### src/rtl/prio_gate_pkg.sv
package prio_gate_pkg;
  localparam int ENC_W   = 16;
  localparam int CLASS_W = 8;
  localparam logic [ENC_W-1:0]   REG_ENC    = 16'hC094;
  localparam logic [CLASS_W-1:0] TRAP_CLASS = 8'h18;

  typedef enum logic [3:0] {
    OUT_NONE   = 4'b0000,
    OUT_ACCESS = 4'b0001,
    OUT_UNDEF  = 4'b0010,
    OUT_TRAP2  = 4'b0100,
    OUT_TRAP3  = 4'b1000
  } outcome_e;

  typedef struct packed {
    logic wrEn;
    logic rdEn;
  } strobe_t;
endpackage

### src/rtl/prio_gate_ctrl.sv
module prio_gate_ctrl
  import prio_gate_pkg::*;
(
  input  logic               reqValid,
  input  logic               reqWrite,
  input  logic [ENC_W-1:0]   reqEnc,
  input  logic [1:0]         curEl,
  input  logic               featStream,
  input  logic               featFgt,
  input  logic               hasEl3,
  input  logic               el2Enabled,
  input  logic               fgtEnEl3,
  input  logic               nTrapRd,
  input  logic               nTrapWr,
  input  logic               esmEn,
  input  logic               dbgUndefPrio,
  input  logic               dbgUndef,
  input  logic               prioSupported,
  output logic               hit,
  output outcome_e           outcome,
  output logic [CLASS_W-1:0] syndClass,
  output strobe_t            strobe
);
  logic     fgtArmed, fgtBit, monTrap, prioUndef;
  outcome_e chainRes;

  assign hit       = reqValid && (reqEnc == REG_ENC);
  assign monTrap   = hasEl3 && !esmEn;
  assign prioUndef = monTrap && dbgUndefPrio;
  assign fgtArmed  = el2Enabled && featFgt && (!hasEl3 || fgtEnEl3);
  assign fgtBit    = reqWrite ? nTrapWr : nTrapRd;

  always_comb begin
    chainRes = OUT_ACCESS;
    if (!featStream) begin
      chainRes = OUT_UNDEF;
    end else begin
      unique case (curEl)
        2'd0: chainRes = OUT_UNDEF;
        2'd1: begin
          if (prioUndef)               chainRes = OUT_UNDEF;
          else if (fgtArmed && !fgtBit) chainRes = OUT_TRAP2;
          else if (monTrap)             chainRes = dbgUndef ? OUT_UNDEF : OUT_TRAP3;
          else                          chainRes = OUT_ACCESS;
        end
        2'd2: begin
          if (prioUndef)   chainRes = OUT_UNDEF;
          else if (monTrap) chainRes = dbgUndef ? OUT_UNDEF : OUT_TRAP3;
          else              chainRes = OUT_ACCESS;
        end
        default: chainRes = esmEn ? OUT_ACCESS : OUT_TRAP3;
      endcase
    end
  end

  assign outcome   = hit ? chainRes : OUT_NONE;
  assign syndClass = (outcome == OUT_TRAP2 || outcome == OUT_TRAP3) ? TRAP_CLASS : '0;

  always_comb begin
    strobe.wrEn = hit && reqWrite  && (chainRes == OUT_ACCESS) && prioSupported;
    strobe.rdEn = hit && !reqWrite && (chainRes == OUT_ACCESS) && prioSupported;
  end
endmodule

### src/rtl/prio_gate_dpath.sv
module prio_gate_dpath
  import prio_gate_pkg::*;
#(
  parameter int REG_W  = 64,
  parameter int PRIO_W = 4
) (
  input  logic              clk,
  input  logic              rstN,
  input  strobe_t           strobe,
  input  logic [REG_W-1:0]  wrData,
  output logic [PRIO_W-1:0] prioQ,
  output logic [REG_W-1:0]  rdData
);
  localparam int PAD_W = REG_W - PRIO_W;
  logic unusedWrHi;

  assign unusedWrHi = ^wrData[REG_W-1:PRIO_W];

  always_ff @(posedge clk or negedge rstN) begin
    if (!rstN)            prioQ <= '0;
    else if (strobe.wrEn) prioQ <= wrData[PRIO_W-1:0];
  end

  assign rdData = strobe.rdEn ? {{PAD_W{1'b0}}, prioQ} : '0;
endmodule

### src/rtl/prio_gate.sv
module prio_gate
  import prio_gate_pkg::*;
#(
  parameter int REG_W  = 64,
  parameter int PRIO_W = 4
) (
  input  logic               clk,
  input  logic               rstN,
  input  logic               reqValid,
  input  logic               reqWrite,
  input  logic [ENC_W-1:0]   reqEnc,
  input  logic [1:0]         curEl,
  input  logic               featStream,
  input  logic               featFgt,
  input  logic               hasEl3,
  input  logic               el2Enabled,
  input  logic               fgtEnEl3,
  input  logic               nTrapRd,
  input  logic               nTrapWr,
  input  logic               esmEn,
  input  logic               dbgUndefPrio,
  input  logic               dbgUndef,
  input  logic               prioSupported,
  input  logic [REG_W-1:0]   wrData,
  output logic               hit,
  output logic [3:0]         outcome,
  output logic [CLASS_W-1:0] syndClass,
  output logic [REG_W-1:0]   rdData
);
  strobe_t           strobe;
  outcome_e          outcomeE;
  logic [PRIO_W-1:0] prioQ;

  prio_gate_ctrl u_ctrl (
    .reqValid, .reqWrite, .reqEnc, .curEl, .featStream, .featFgt, .hasEl3,
    .el2Enabled, .fgtEnEl3, .nTrapRd, .nTrapWr, .esmEn, .dbgUndefPrio,
    .dbgUndef, .prioSupported, .hit, .outcome(outcomeE), .syndClass, .strobe
  );

  prio_gate_dpath #(.REG_W(REG_W), .PRIO_W(PRIO_W)) u_dp (
    .clk, .rstN, .strobe, .wrData, .prioQ, .rdData
  );

  assign outcome = outcomeE;
endmodule

### config.mk
export PLATFORM = sky130hd
export DESIGN_NAME = prio_gate
export DESIGN_NICKNAME = d
export VERILOG_FILES = /design/src/rtl/prio_gate_pkg.sv /design/src/rtl/prio_gate_ctrl.sv /design/src/rtl/prio_gate_dpath.sv /design/src/rtl/prio_gate.sv
export SDC_FILE = /design/constraint.sdc
export NUM_CORES = 1
export LEC_CHECK = 0
export BUFFER_PORTS_ARGS = -buffer_cell sky130_fd_sc_hd__buf_2
export CORE_AREA = 2 2 67 69
export DETAILED_ROUTE_END_ITERATION = 7
export DIE_AREA = 0 0 69 71
export PLACE_DENSITY = 0.76
export SYNTH_ARGS = -nofsm -noshare
export SYNTH_HDL_FRONTEND = slang
export SYNTH_SLANG_ARGS = --single-unit
### constraint.sdc
create_clock -name clk -period 1.4 [get_ports clk]
set_input_delay 0.14 -clock clk [delete_from_list [all_inputs] [get_ports clk]]
set_output_delay 0.14 -clock clk [all_outputs]
set_load 0.005 [all_outputs]
==> results of run 1 <==
==> synth_stat cells, drive strengths merged <==
master / instances / area share [%]
nand4: 1 / 0.64
dfrtp: 4 / 10
nand2b: 1 / 0.64
o311ai: 2 / 3.6
a2111oi: 3 / 5.4
a311oi: 1 / 0.90
mux2: 5 / 6.2
nor3b: 2 / 1.5
and2b: 1 / 0.77
nor2b: 2 / 1.3
nand3b: 1 / 0.77
buf: 67 / 52
o21ai: 3 / 1.5
and4b: 2 / 2.1
nand3: 1 / 1.0
inv: 2 / 0.77
a21oi: 1 / 0.51
and3: 6 / 3.9
o211a: 1 / 1.0
or3: 1 / 0.64
nor4: 1 / 1.3
nor2: 1 / 0.39
a21o: 1 / 0.77
nor4b: 1 / 0.90
nand2: 3 / 1.2
conb: 1 / 0.39
==> timing repair <==
action | in CTS | in global routing
endpoints found under the hold margin | 4 | 0
endpoints found under the setup margin | 15 | 15
setup buffers | 5 | 6
hold buffers | 1 | 0
gates resized for setup | 27 | 5
pin swaps | 13 | 11
==> cell usage in the layout (no fill, tap or decap) <==
cell and n:
o21ai_0 2, dfrtp_1 4, nand4_1 1, nand2_1 2, clkbuf_8 3, buf_4 13, conb_1 66, buf_2 39
nor4_4 1, o311ai_4 1, o311ai_2 1, a21o_1 1, nand2_2 1, nor3b_1 2, nand3b_1 1, inv_1 2
o211a_1 1, a21oi_1 1, nand2b_1 1, or3_1 1, nor4b_4 1, a2111oi_4 3, nor2_4 1, buf_6 14
a311oi_1 1, dlygate4sd3_1 1, nor2b_4 1, and4b_1 2, and3_1 6, nor2b_1 1, nand3_2 1, and2b_2 1
mux2_4 5, o21ai_1 1
==> routing by layer <==
layer / GRT usage, % / vias to the layer above
li1: - / 397
met1: 9.21 / 375
met2: 15.4 / 61
met3: 0.712 / 2
met4: 3.27 / 0
met5: 0 / -
==> metrics by stage <==
stage                     std cells  utilization, %  area (sq um)  hold slack [ps]  power [uW]
after global placement          224            26.6          1120            -52.5         286
after floorplan                 180               -          1230             -156         333
after CTS                       232            31.8          1340              154         566
after detailed placement        224            26.6          1120            -51.7         290
final                           235            32.7          1380              159         570
after global routing            235            32.7          1380              164         612
==> where the power goes <==
group	switching (uW)	total, uW	internal, uW
Clock	55.7	239	183
Sequential	0.00153	116	116
Combinational	114	215	102
==> logic make-up (layout without fill, tap and decap cells) <==
logic type,Yosys count,after routing,share of synthesized area (%)
buffers and inverters,69,72,52.4
and+or+nand+nor,24,24,17.0
other,1,66,0.385
AOI/OAI and AO/OA,12,12,13.8
DFF,4,4,10.3
muxes,5,5,6.17
==> final timing paths <==
| check | start | to | cells after the start |
|---|---|---|---|
| hold reg to reg | u_dp.prioQ[3]$_DFFE_PN0P_ | u_dp.prioQ[3]$_DFFE_PN0P_ | 1 |
| setup reg to reg | u_dp.prioQ[1]$_DFFE_PN0P_ | u_dp.prioQ[1]$_DFFE_PN0P_ | 1 |
| min in group asynchronous | rstN | u_dp.prioQ[1]$_DFFE_PN0P_ | 2 |
| hold / removal | wrData[3] | u_dp.prioQ[3]$_DFFE_PN0P_ | 2 |
| max in group asynchronous | rstN | u_dp.prioQ[0]$_DFFE_PN0P_ | 2 |
| setup / recovery | reqWrite | u_dp.prioQ[2]$_DFFE_PN0P_ | 8 |
==> final cells by class <==
class	count	area, sq um	area share (%)
inverters	2	7.51	0.545
well taps	52	65.1	4.73
clock buffers	3	41.3	3.00
flip-flops and latches	4	100	7.27
repair buffers	67	460	33.5
multi-input cells	107	702	51.0
==> out/results.ini, run 1 <==
[run_status]
status = finished, violations left
failed_checks = setup timing

[final_layout]
nFillCells = 460
antennaDiodeCount = 0
layout-area-overhead-vs-synth_pct = 41.4
drive_above_1_share_pct = 47.0
largest_registers = u_dp.prioQ (4)
top_register = u_dp.prioQ
largest_register_ffs = 4
final_nets = 282

[die]
die-height_microns = 71
rows = 24
die_area_sq_mm = 0.00490
start_util_pct = 23.2
die_w_microns = 69
io_pins = 174
core-area_sq_mm = 0.00420

[logic_synthesis]
synth.avg_cell_area_sq_um = 8.46
synth.distinct_cells = 31
postSynthCellCount = 115
synth_warnings = 0
ys_seq_area_share_pct = 10.3
synth_seq_cells = 4
syn_area_sq_um = 973

[detailed_routing]
drc = 0
via_count = 835
drt-pass1-iter-count = 2
antenna_left = 0
drt-vias-per-instance = 3.55
drtIter0Drc = 5
m1WireLength_microns = 771
wl_met3_microns = 191
wl_per_cell_microns = 9.40
routed.top_layer = met4
wl_met2_mm = 1.23
wl_mm = 2.21

[global_route]
track_usage_pct = 8.07
grt_pass1_wl_mm = 3.25
antenna_found_initial = 0
grt_pass1_vias = 730
overflow = 0
grt_max_degree = 7

[critical_path]
crit_buf_inv = 4
cp_max_fo = 4
worst_ep_required_time_ps = 1500
crit_arrival_ps = 1690
ff2ff_setup_slack_ps = 630
path_class = in -> reg
crit_family = multiplexers
endpoint_kind = flop
critPathLaunchType = input pin
slowest_stage = mux2_4
cpPeakStageDelay_ps = 320
path_cells = buf_6 -> mux2_4 -> buf_6 -> o311ai_4 -> buf_4 -> a2111oi_4 -> buf_4 -> mux2_4

[job]
cap_violations = 0

[place]
hpwl_mm = 1.92
place_ws_ps = -391
portBuffers = 47
place.gp.congestion = 0.806

[clock_tree]
clock_sinks = 4
cts_buffer_depth = 2
cts_inserted_buffers = 3
htree_num_levels = 1
cts-root-buf = clkbuf_8
cts_tree = built
insertion_delay_ps = 210
path_clk_slew_ps = 30

[timing]
fin_crit_ps = 1590
skew_ps = 0
maxSlewViolCount = 0
final.setup.tns_ps = -2110
final_hold_viol_count = 0
finalWorstSetupSlack_ps = -194
setup_violations = 15
finalCritPeriodShare_pct = 114
max_freq_ghz = 0.627
grt_setup_unrepaired = true

[worst_hold_path]
min_path_type = in -> reg

[power]
p_leak_uw = 0.000781
power_density_mw_per_mm2 = 414
ir_drop_mv = 0.590

No activity file was read; power rests on OpenSTA's default activity.
==> inputs of run 2 (changes only) <==
--- a/config.mk
+++ b/config.mk
@@ -5,11 +5,11 @@
 export SDC_FILE = /design/constraint.sdc
 export NUM_CORES = 1
 export LEC_CHECK = 0
-export BUFFER_PORTS_ARGS = -buffer_cell sky130_fd_sc_hd__buf_2
-export CORE_AREA = 2 2 67 69
+export CORE_AREA = 2 2 68 70
 export DETAILED_ROUTE_END_ITERATION = 7
-export DIE_AREA = 0 0 69 71
-export PLACE_DENSITY = 0.76
+export DIE_AREA = 0 0 70 72
+export DONT_BUFFER_PORTS = 1
+export PLACE_DENSITY = 0.38
 export SYNTH_ARGS = -nofsm -noshare
 export SYNTH_HDL_FRONTEND = slang
 export SYNTH_SLANG_ARGS = --single-unit
==> constraint.sdc (replaced) <==
create_clock -name clk -period 1.4 [get_ports clk]
set_input_delay 0.28 -clock clk [delete_from_list [all_inputs] [get_ports clk]]
set_output_delay 0.28 -clock clk [all_outputs]
set_load 0.005 [all_outputs]
==> run 2 against run 1 <==
The flow still finishes with violations (setup timing). Setup slack lost 47 ps. Routed wire length down 6.9%. Sequential power about the same. Worst hold slack improved by 52 ps. Critical path depth shrank 4. Combinational power fell by 43%. Global-route usage down 1.2 points. Clock skew unchanged. Register-to-register slack hardly changed. First-iteration DRC count rose by 140%. Flip-flop and latch count unchanged. Via count is 22% lower. Largest power group unchanged.
==> out/results.ini, run 2 (synthesis gave the netlist of run 1 again) <==
[die]
die_w_microns = 70  ; was 69 microns
die-height_microns = 72  ; was 71 microns
core-area_sq_mm = 0.00426  ; was 0.00420 sq mm
io_pins = 174  ; unchanged
rows = 24  ; unchanged
die_area_sq_mm = 0.00504  ; was 0.00490 sq mm
start_util_pct = 22.8  ; was 23.2%

[timing]
timing.hold.ws_ps = 211  ; was 159 ps
final_hold_viol_count = 0  ; unchanged
max_freq_ghz = 0.609  ; was 0.627 GHz
skew_ps = 0  ; unchanged
setup_violations = 15  ; unchanged
final.setup.tns_ps = -2620  ; was -2110 ps
grt_setup_unrepaired = true  ; unchanged
finalCritPeriodShare_pct = 117  ; was 114%
fin_crit_ps = 1640  ; was 1590 ps
maxSlewViolCount = 0  ; unchanged
finalWorstSetupSlack_ps = -241  ; was -194 ps

[run_status]
status = finished, violations left  ; unchanged
failed_checks = setup timing  ; unchanged

[global_route]
track_usage_pct = 6.84  ; was 8.07%
grt_pass1_wl_mm = 2.64  ; was 3.25 mm
grt_pass1_vias = 569  ; was 730
overflow = 0  ; unchanged
antenna_found_initial = 0  ; unchanged
grt_max_degree = 7  ; unchanged

[clock_tree]
cts-root-buf = clkbuf_8  ; unchanged
cts_tree = built  ; unchanged
cts_inserted_buffers = 3  ; unchanged
htree_num_levels = 1  ; unchanged
cts_buffer_depth = 2  ; unchanged
clock_sinks = 4  ; unchanged
path_clk_slew_ps = 30  ; about the same
insertion_delay_ps = 220  ; was 210 ps

[final_layout]
largest_registers = u_dp.prioQ (4)  ; unchanged
final_cell_mix = conb_1 (66), buf_4 (7), buf_6 (6), mux2_4 (5)  ; was conb_1 (66), buf_2 (39), buf_6 (14), buf_4 (13), and3_1 (6)
final_nets = 229  ; was 282
drive_above_1_share_pct = 30.0  ; was 47.0%
top_register = u_dp.prioQ  ; unchanged
largest_register_ffs = 4  ; unchanged
layout-area-overhead-vs-synth_pct = 11.3  ; was 41.4%
final_common_cell = conb_1  ; unchanged
antennaDiodeCount = 0  ; unchanged
stdcell_count = 182  ; was 235
final_cell_area_sq_mm = 0.00108  ; was 0.00138 sq mm

[place]
place_ws_ps = -343  ; was -391 ps
place_area_sq_um = 915  ; was 0.00112 sq mm
portBuffers = 0  ; was 47
hpwl_mm = 1.79  ; was 1.92 mm
place.gp.congestion = 0.678  ; was 0.806
dp.cells = 173  ; was 224

[detailed_routing]
drt-vias-per-instance = 3.59  ; was 3.55
drc = 0  ; unchanged
wl_per_cell_microns = 11.3  ; was 9.40 microns
antenna_left = 0  ; unchanged
via_count = 654  ; was 835
wl_mm = 2.06  ; was 2.21 mm
drt-pass1-iter-count = 2  ; unchanged
drtIter0Drc = 12  ; was 5

[power]
p_leak_uw = 0.000525  ; was 0.000781 uW
power_density_mw_per_mm2 = 443  ; was 414 mW/mm^2
ir_drop_mv = 0.748  ; was 0.590 mV

[critical_path]
endpoint_kind = primary output  ; was flop
critPathLaunchType = input pin  ; unchanged
worst_ep_required_time_ps = 1120  ; was 1500 ps
crit_arrival_ps = 1360  ; was 1690 ps
path_class = in -> out  ; was in -> reg
cp_max_fo = 5  ; was 4

[worst_hold_path]
min_path_type = in -> reg  ; unchanged

[job]
cap_violations = 0  ; unchanged

run 2: changes by cell type in the layout (fill, tap and decap cells not counted), sizes merged:
| cell | change |
|---|---|
| buf | -53 |
run 2: critical path: stages:
cell	delay (ps)
and2b_2	260
o311ai_4	140
a2111oi_4	430
and3_1	250
run 2: cell type report:
type / instances / area, sq um
inverters: 2 / 7.51
repair buffers: 14 / 130
multi-input cells: 107 / 739
flip-flops and latches: 4 / 100
well taps: 52 / 65.1
fillers: 479 / 3180
clock buffers: 3 / 41.3
run 2: power by group:
part,internal (uW),leakage (uW),total (uW),switching [uW]
Combinational,40.9,0.000448,123,81.8
Sequential,117,0.0000559,117,0.00131
Clock,183,0.0000216,241,58.2
run 2: routing by layer:
metal,wire length (microns),vias to the layer above,part of all wire [%],global-route usage (%)
met5,0,-,0,0
met4,49,0,2.4,5.13
met3,222,5,11,1.94
met2,1180,59,58,12.6
met1,599,299,29,6.49
li1,-,291,-,-
run 2: per-stage QoR:
stage          util, %  power (uW)
2_1_floorplan        -         345
3_3_place_gp      21.4         224
3_5_place_dp      21.4         225
4_1_cts           24.8         479
5_1_grt           25.4         514
6_report          25.4         480
run 2: what timing repair did:
item | 4_1_cts | 5_1_grt
resized for setup | 15 | 4
endpoints found under the setup margin | 15 | 15
hold endpoints to repair | 4 | 0
buffers inserted | 4 | 1
hold buffers | 1 | 0
pin swaps | 8 | 8
run 2: final timing paths:
check	startpoint	endpoint	cells past startpoint	slack [ps]
min in group asynchronous	rstN	u_dp.prioQ[2]$_DFFE_PN0P_	1	340
setup / recovery	fgtEnEl3	rdData[0]	4	-240
setup reg to reg	u_dp.prioQ[1]$_DFFE_PN0P_	u_dp.prioQ[1]$_DFFE_PN0P_	1	640
hold reg to reg	u_dp.prioQ[0]$_DFFE_PN0P_	u_dp.prioQ[0]$_DFFE_PN0P_	1	510
max in group asynchronous	rstN	u_dp.prioQ[1]$_DFFE_PN0P_	1	890
hold / removal	wrData[3]	u_dp.prioQ[3]$_DFFE_PN0P_	1	210
==> inputs of run 3 (changes only) <==
--- a/config.mk
+++ b/config.mk
@@ -5,11 +5,12 @@
 export SDC_FILE = /design/constraint.sdc
 export NUM_CORES = 1
 export LEC_CHECK = 0
-export CORE_AREA = 2 2 68 70
+export ABC_AREA = 1
+export CORE_AREA = 8 8 61 63
 export DETAILED_ROUTE_END_ITERATION = 7
-export DIE_AREA = 0 0 70 72
+export DIE_AREA = 0 0 69 71
 export DONT_BUFFER_PORTS = 1
-export PLACE_DENSITY = 0.38
+export PLACE_DENSITY = 0.52
 export SYNTH_ARGS = -nofsm -noshare
 export SYNTH_HDL_FRONTEND = slang
 export SYNTH_SLANG_ARGS = --single-unit
==> run 3 against run 2 <==
The flow now finishes without violations. Utilization up 6.9 points. Via count rose by 11%. Die area fell by 2.8%. Cell count is 7.1% higher. Routed wire length is 12% higher. Synthesized cell count increased by 35%. Final area is 15% lower. Register-to-register slack improved by 160 ps. Critical path type unchanged. Largest power group unchanged. Highest routed layer is now met3.
==> out/results.ini, run 3 <==
[timing]
skew_ps = 0  ; unchanged
max_freq_ghz = 0.741  ; was 0.609 GHz
final.setup.tns_ps = 0  ; was -2620 ps
timing.hold.ws_ps = 190  ; was 211 ps
finalCritPeriodShare_pct = 96.4  ; was 117%
grt_setup_unrepaired = true  ; unchanged
fin_crit_ps = 1350  ; was 1640 ps
final_hold_viol_count = 0  ; unchanged
maxSlewViolCount = 0  ; unchanged
setup_violations = 0  ; was 15

[global_route]
track_usage_pct = 8.61  ; was 6.84%
grt.busiest_layer = met2  ; unchanged
grt_use_met1_pct = 8.70  ; was 6.49%
overflow = 0  ; unchanged
grt_util_met3_pct = 5.59  ; was 1.94%
grt_pass1_vias = 783  ; was 569
grt_pass1_wl_mm = 3.68  ; was 2.64 mm
antenna_found_initial = 0  ; unchanged
grt_util_met2_pct = 13.8  ; was 12.6%
grt_max_degree = 6  ; was 7

[place]
place.gp.congestion = 0.744  ; was 0.678
hpwl_mm = 2.09  ; was 1.79 mm
portBuffers = 0  ; unchanged
place_area_sq_um = 803  ; was 915 sq um

[clock_tree]
insertion_delay_ps = 230  ; was 220 ps
cts_tree = built  ; unchanged
clock_sinks = 4  ; unchanged
cts-root-buf = clkbuf_4  ; was clkbuf_8
cts_buffer_depth = 2  ; unchanged
cts_inserted_buffers = 3  ; unchanged
htree_num_levels = 1  ; unchanged
path_clk_slew_ps = 40  ; was 30 ps

[logic_synthesis]
synth.distinct_cells = 19  ; was 31
yosys.area.top_type_share_pct = 51.1  ; was 51.7%
syn_area_sq_um = 983  ; was 973 sq um
synth_edf_count = 0  ; unchanged
synth.most_common_cell = buf_4  ; unchanged
synthTopCellsByCount = buf_4 (67), nand2_1 (22), inv_1 (18)  ; was buf_4 (67), and3_1 (6), dfrtp_1 (4), mux2_1 (4), nand2_1 (3)
yosysTopAreaCell = buf_4  ; unchanged
postSynthCellCount = 155  ; was 115
synth_flop_cell = dfrtp_1  ; unchanged
synthArstFlopShare_pct = 100  ; unchanged
synth.avg_cell_area_sq_um = 6.34  ; was 8.46 sq um
synth_warnings = 0  ; unchanged
synth_area_leaders = buf_4 (51%), dfrtp_1 (10%), nand2_1 (8.4%)  ; was buf_4 (52%), dfrtp_1 (10%), mux2_1 (4.6%)
synth_seq_cells = 4  ; unchanged
ys_seq_area_share_pct = 10.2  ; was 10.3%

[final_layout]
drive_above_1_share_pct = 22.2  ; was 30.0%
nFillCells = 331  ; was 479
final_common_cell = conb_1  ; unchanged
final_cell_area_sq_um = 921  ; was 0.00108 sq mm
antennaDiodeCount = 0  ; unchanged
fin_util_pct = 32.3  ; was 25.4%
layout-area-overhead-vs-synth_pct = -6.36  ; was 11.3%
top_register = u_dp.prioQ  ; unchanged
largest_register_ffs = 4  ; unchanged
largest_registers = u_dp.prioQ (4)  ; unchanged
final_cell_mix = conb_1 (66), nand2_1 (20), inv_1 (16), nor2_2 (9), nand2_2 (6)  ; was conb_1 (66), buf_4 (7), buf_6 (6), mux2_4 (5)
final_nets = 261  ; was 229

[power]
power_density_mw_per_mm2 = 406  ; was 443 mW/mm^2
p_leak_uw = 0.000548  ; was 0.000525 uW
p_total_uw = 374  ; was 480 uW
ir_drop_mv = 0.272  ; was 0.748 mV

[detailed_routing]
drt-vias-per-instance = 3.71  ; was 3.59
drc = 0  ; unchanged
via_count = 723  ; was 654
drtIter0Drc = 19  ; was 12
wl_mm = 2.30  ; was 2.06 mm
wl_per_cell_microns = 11.8  ; was 11.3 microns
drt-pass1-iter-count = 6  ; was 2
antenna_left = 0  ; unchanged

[die]
start_util_pct = 34.5  ; was 22.8%
io_pins = 174  ; unchanged
core-area_sq_mm = 0.00285  ; was 0.00426 sq mm
die_area_sq_mm = 0.00490  ; was 0.00504 sq mm
die_w_microns = 69  ; was 70 microns
die-height_microns = 71  ; was 72 microns
rows = 20  ; was 24

[critical_path]
cp_max_fo = 4  ; was 5
crit_path_frequent_cell = nor2_2
r2r-start = u_dp.prioQ[3]$_DFFE_PN0P_  ; was u_dp.prioQ[1]$_DFFE_PN0P_
endpoint_kind = primary output  ; unchanged
crit_cells = 7  ; was 4
crit_arrival_ps = 1070  ; was 1360 ps
ff2ff_setup_slack_ps = 800  ; was 640 ps
regToRegEndpoint = u_dp.prioQ[3]$_DFFE_PN0P_  ; was u_dp.prioQ[1]$_DFFE_PN0P_
critPathLaunchType = input pin  ; unchanged
path_class = in -> out  ; unchanged
critPathCapture = rdData[2]  ; was rdData[0]
worst_ep_required_time_ps = 1120  ; about the same
critPathLaunch = reqEnc[11]  ; was fgtEnEl3
slowest_stage = nor2_2  ; was a2111oi_4
cpPeakStageDelay_ps = 160  ; was 430 ps
worstRegToRegCells = 2  ; was 1
crit_family = simple AND/OR/NAND/NOR gates  ; was compound AO/OA/AOI/OAI gates
path_cells = nor2_2 -> nand2_1 -> nor2_4 -> nand4_1 -> nor2_2 -> nand2_4 -> nor2_2  ; was and2b_2 -> o311ai_4 -> a2111oi_4 -> and3_1
crit_buf_inv = 0  ; unchanged

[run_status]
status = completed  ; was finished, violations left

[worst_hold_path]
min_path_type = in -> reg  ; unchanged

[job]
cap_violations = 0  ; unchanged

## run 3: what timing repair did
item	in CTS	in global routing
endpoints found under the setup margin	6	10
endpoints found under the hold margin	4	0
cloned	0	0
setup buffers	0	0
pin swaps	0	6
hold buffers	1	0
resized for setup	3	24
## run 3: cells by family after synthesis
family / share of synthesized area (%)
other: 0.381
and+or+nand+nor: 26.1
buffers and inverters: 58.4
DFF: 10.2
AOI/OAI and AO/OA: 4.96
## run 3: worst min path at each step
stage | startpoint | endpoint | slack [ps] | cells past startpoint
finish | wrData[0] | u_dp.prioQ[0]$_DFFE_PN0P_ | 190 | 2
global route | wrData[0] | u_dp.prioQ[0]$_DFFE_PN0P_ | 190 | 2
CTS | wrData[0] | u_dp.prioQ[0]$_DFFE_PN0P_ | 190 | 2
detailed placement | rstN | u_dp.prioQ[0]$_DFFE_PN0P_ | -20 | 0
global placement | rstN | u_dp.prioQ[0]$_DFFE_PN0P_ | -20 | 0
floorplan | rstN | u_dp.prioQ[0]$_DFFE_PN0P_ | -20 | 0
## run 3: layer usage
metal | vias to the layer above | wire [microns] | part of all wire, %
li1 | 349 | - | -
met1 | 309 | 760 | 33
met2 | 65 | 1150 | 50
met3 | 0 | 384 | 17
met4 | 0 | 0 | 0
met5 | - | 0 | 0
## run 3: metrics by stage
step | setup WS [ps] | instances
2_1_floorplan | 69.7 | 220
3_3_place_gp | -44.8 | 191
3_5_place_dp | -34.7 | 191
4_1_cts | 10.0 | 195
5_1_grt | -14.9 | 195
6_report | 51.1 | 195
## run 3: final cells by class
type | count | area, sq um | share of cell area, %
tap | 33 | 41.3 | 4.48
inverter | 19 | 73.8 | 8.02
multi-input combinational | 130 | 636 | 69.0
timing repair buffer | 6 | 47.5 | 5.16
sequential | 4 | 100 | 10.9
clock buffer | 3 | 22.5 | 2.45
## run 3: power breakdown
group	internal (uW)	total, uW	switching (uW)
registers	116	116	0.00156
clock network	95.7	140	44.2
logic	30.4	118	87.5
total	242	374	132
## run 3: worst reg2reg max path, delay by kind of cell (launching register included)
| kind | cells | cell delay, ps |
|---|---|---|
| AND/OR/NAND/NOR | 2 | 120 |
| flip-flops | 1 | 380 |
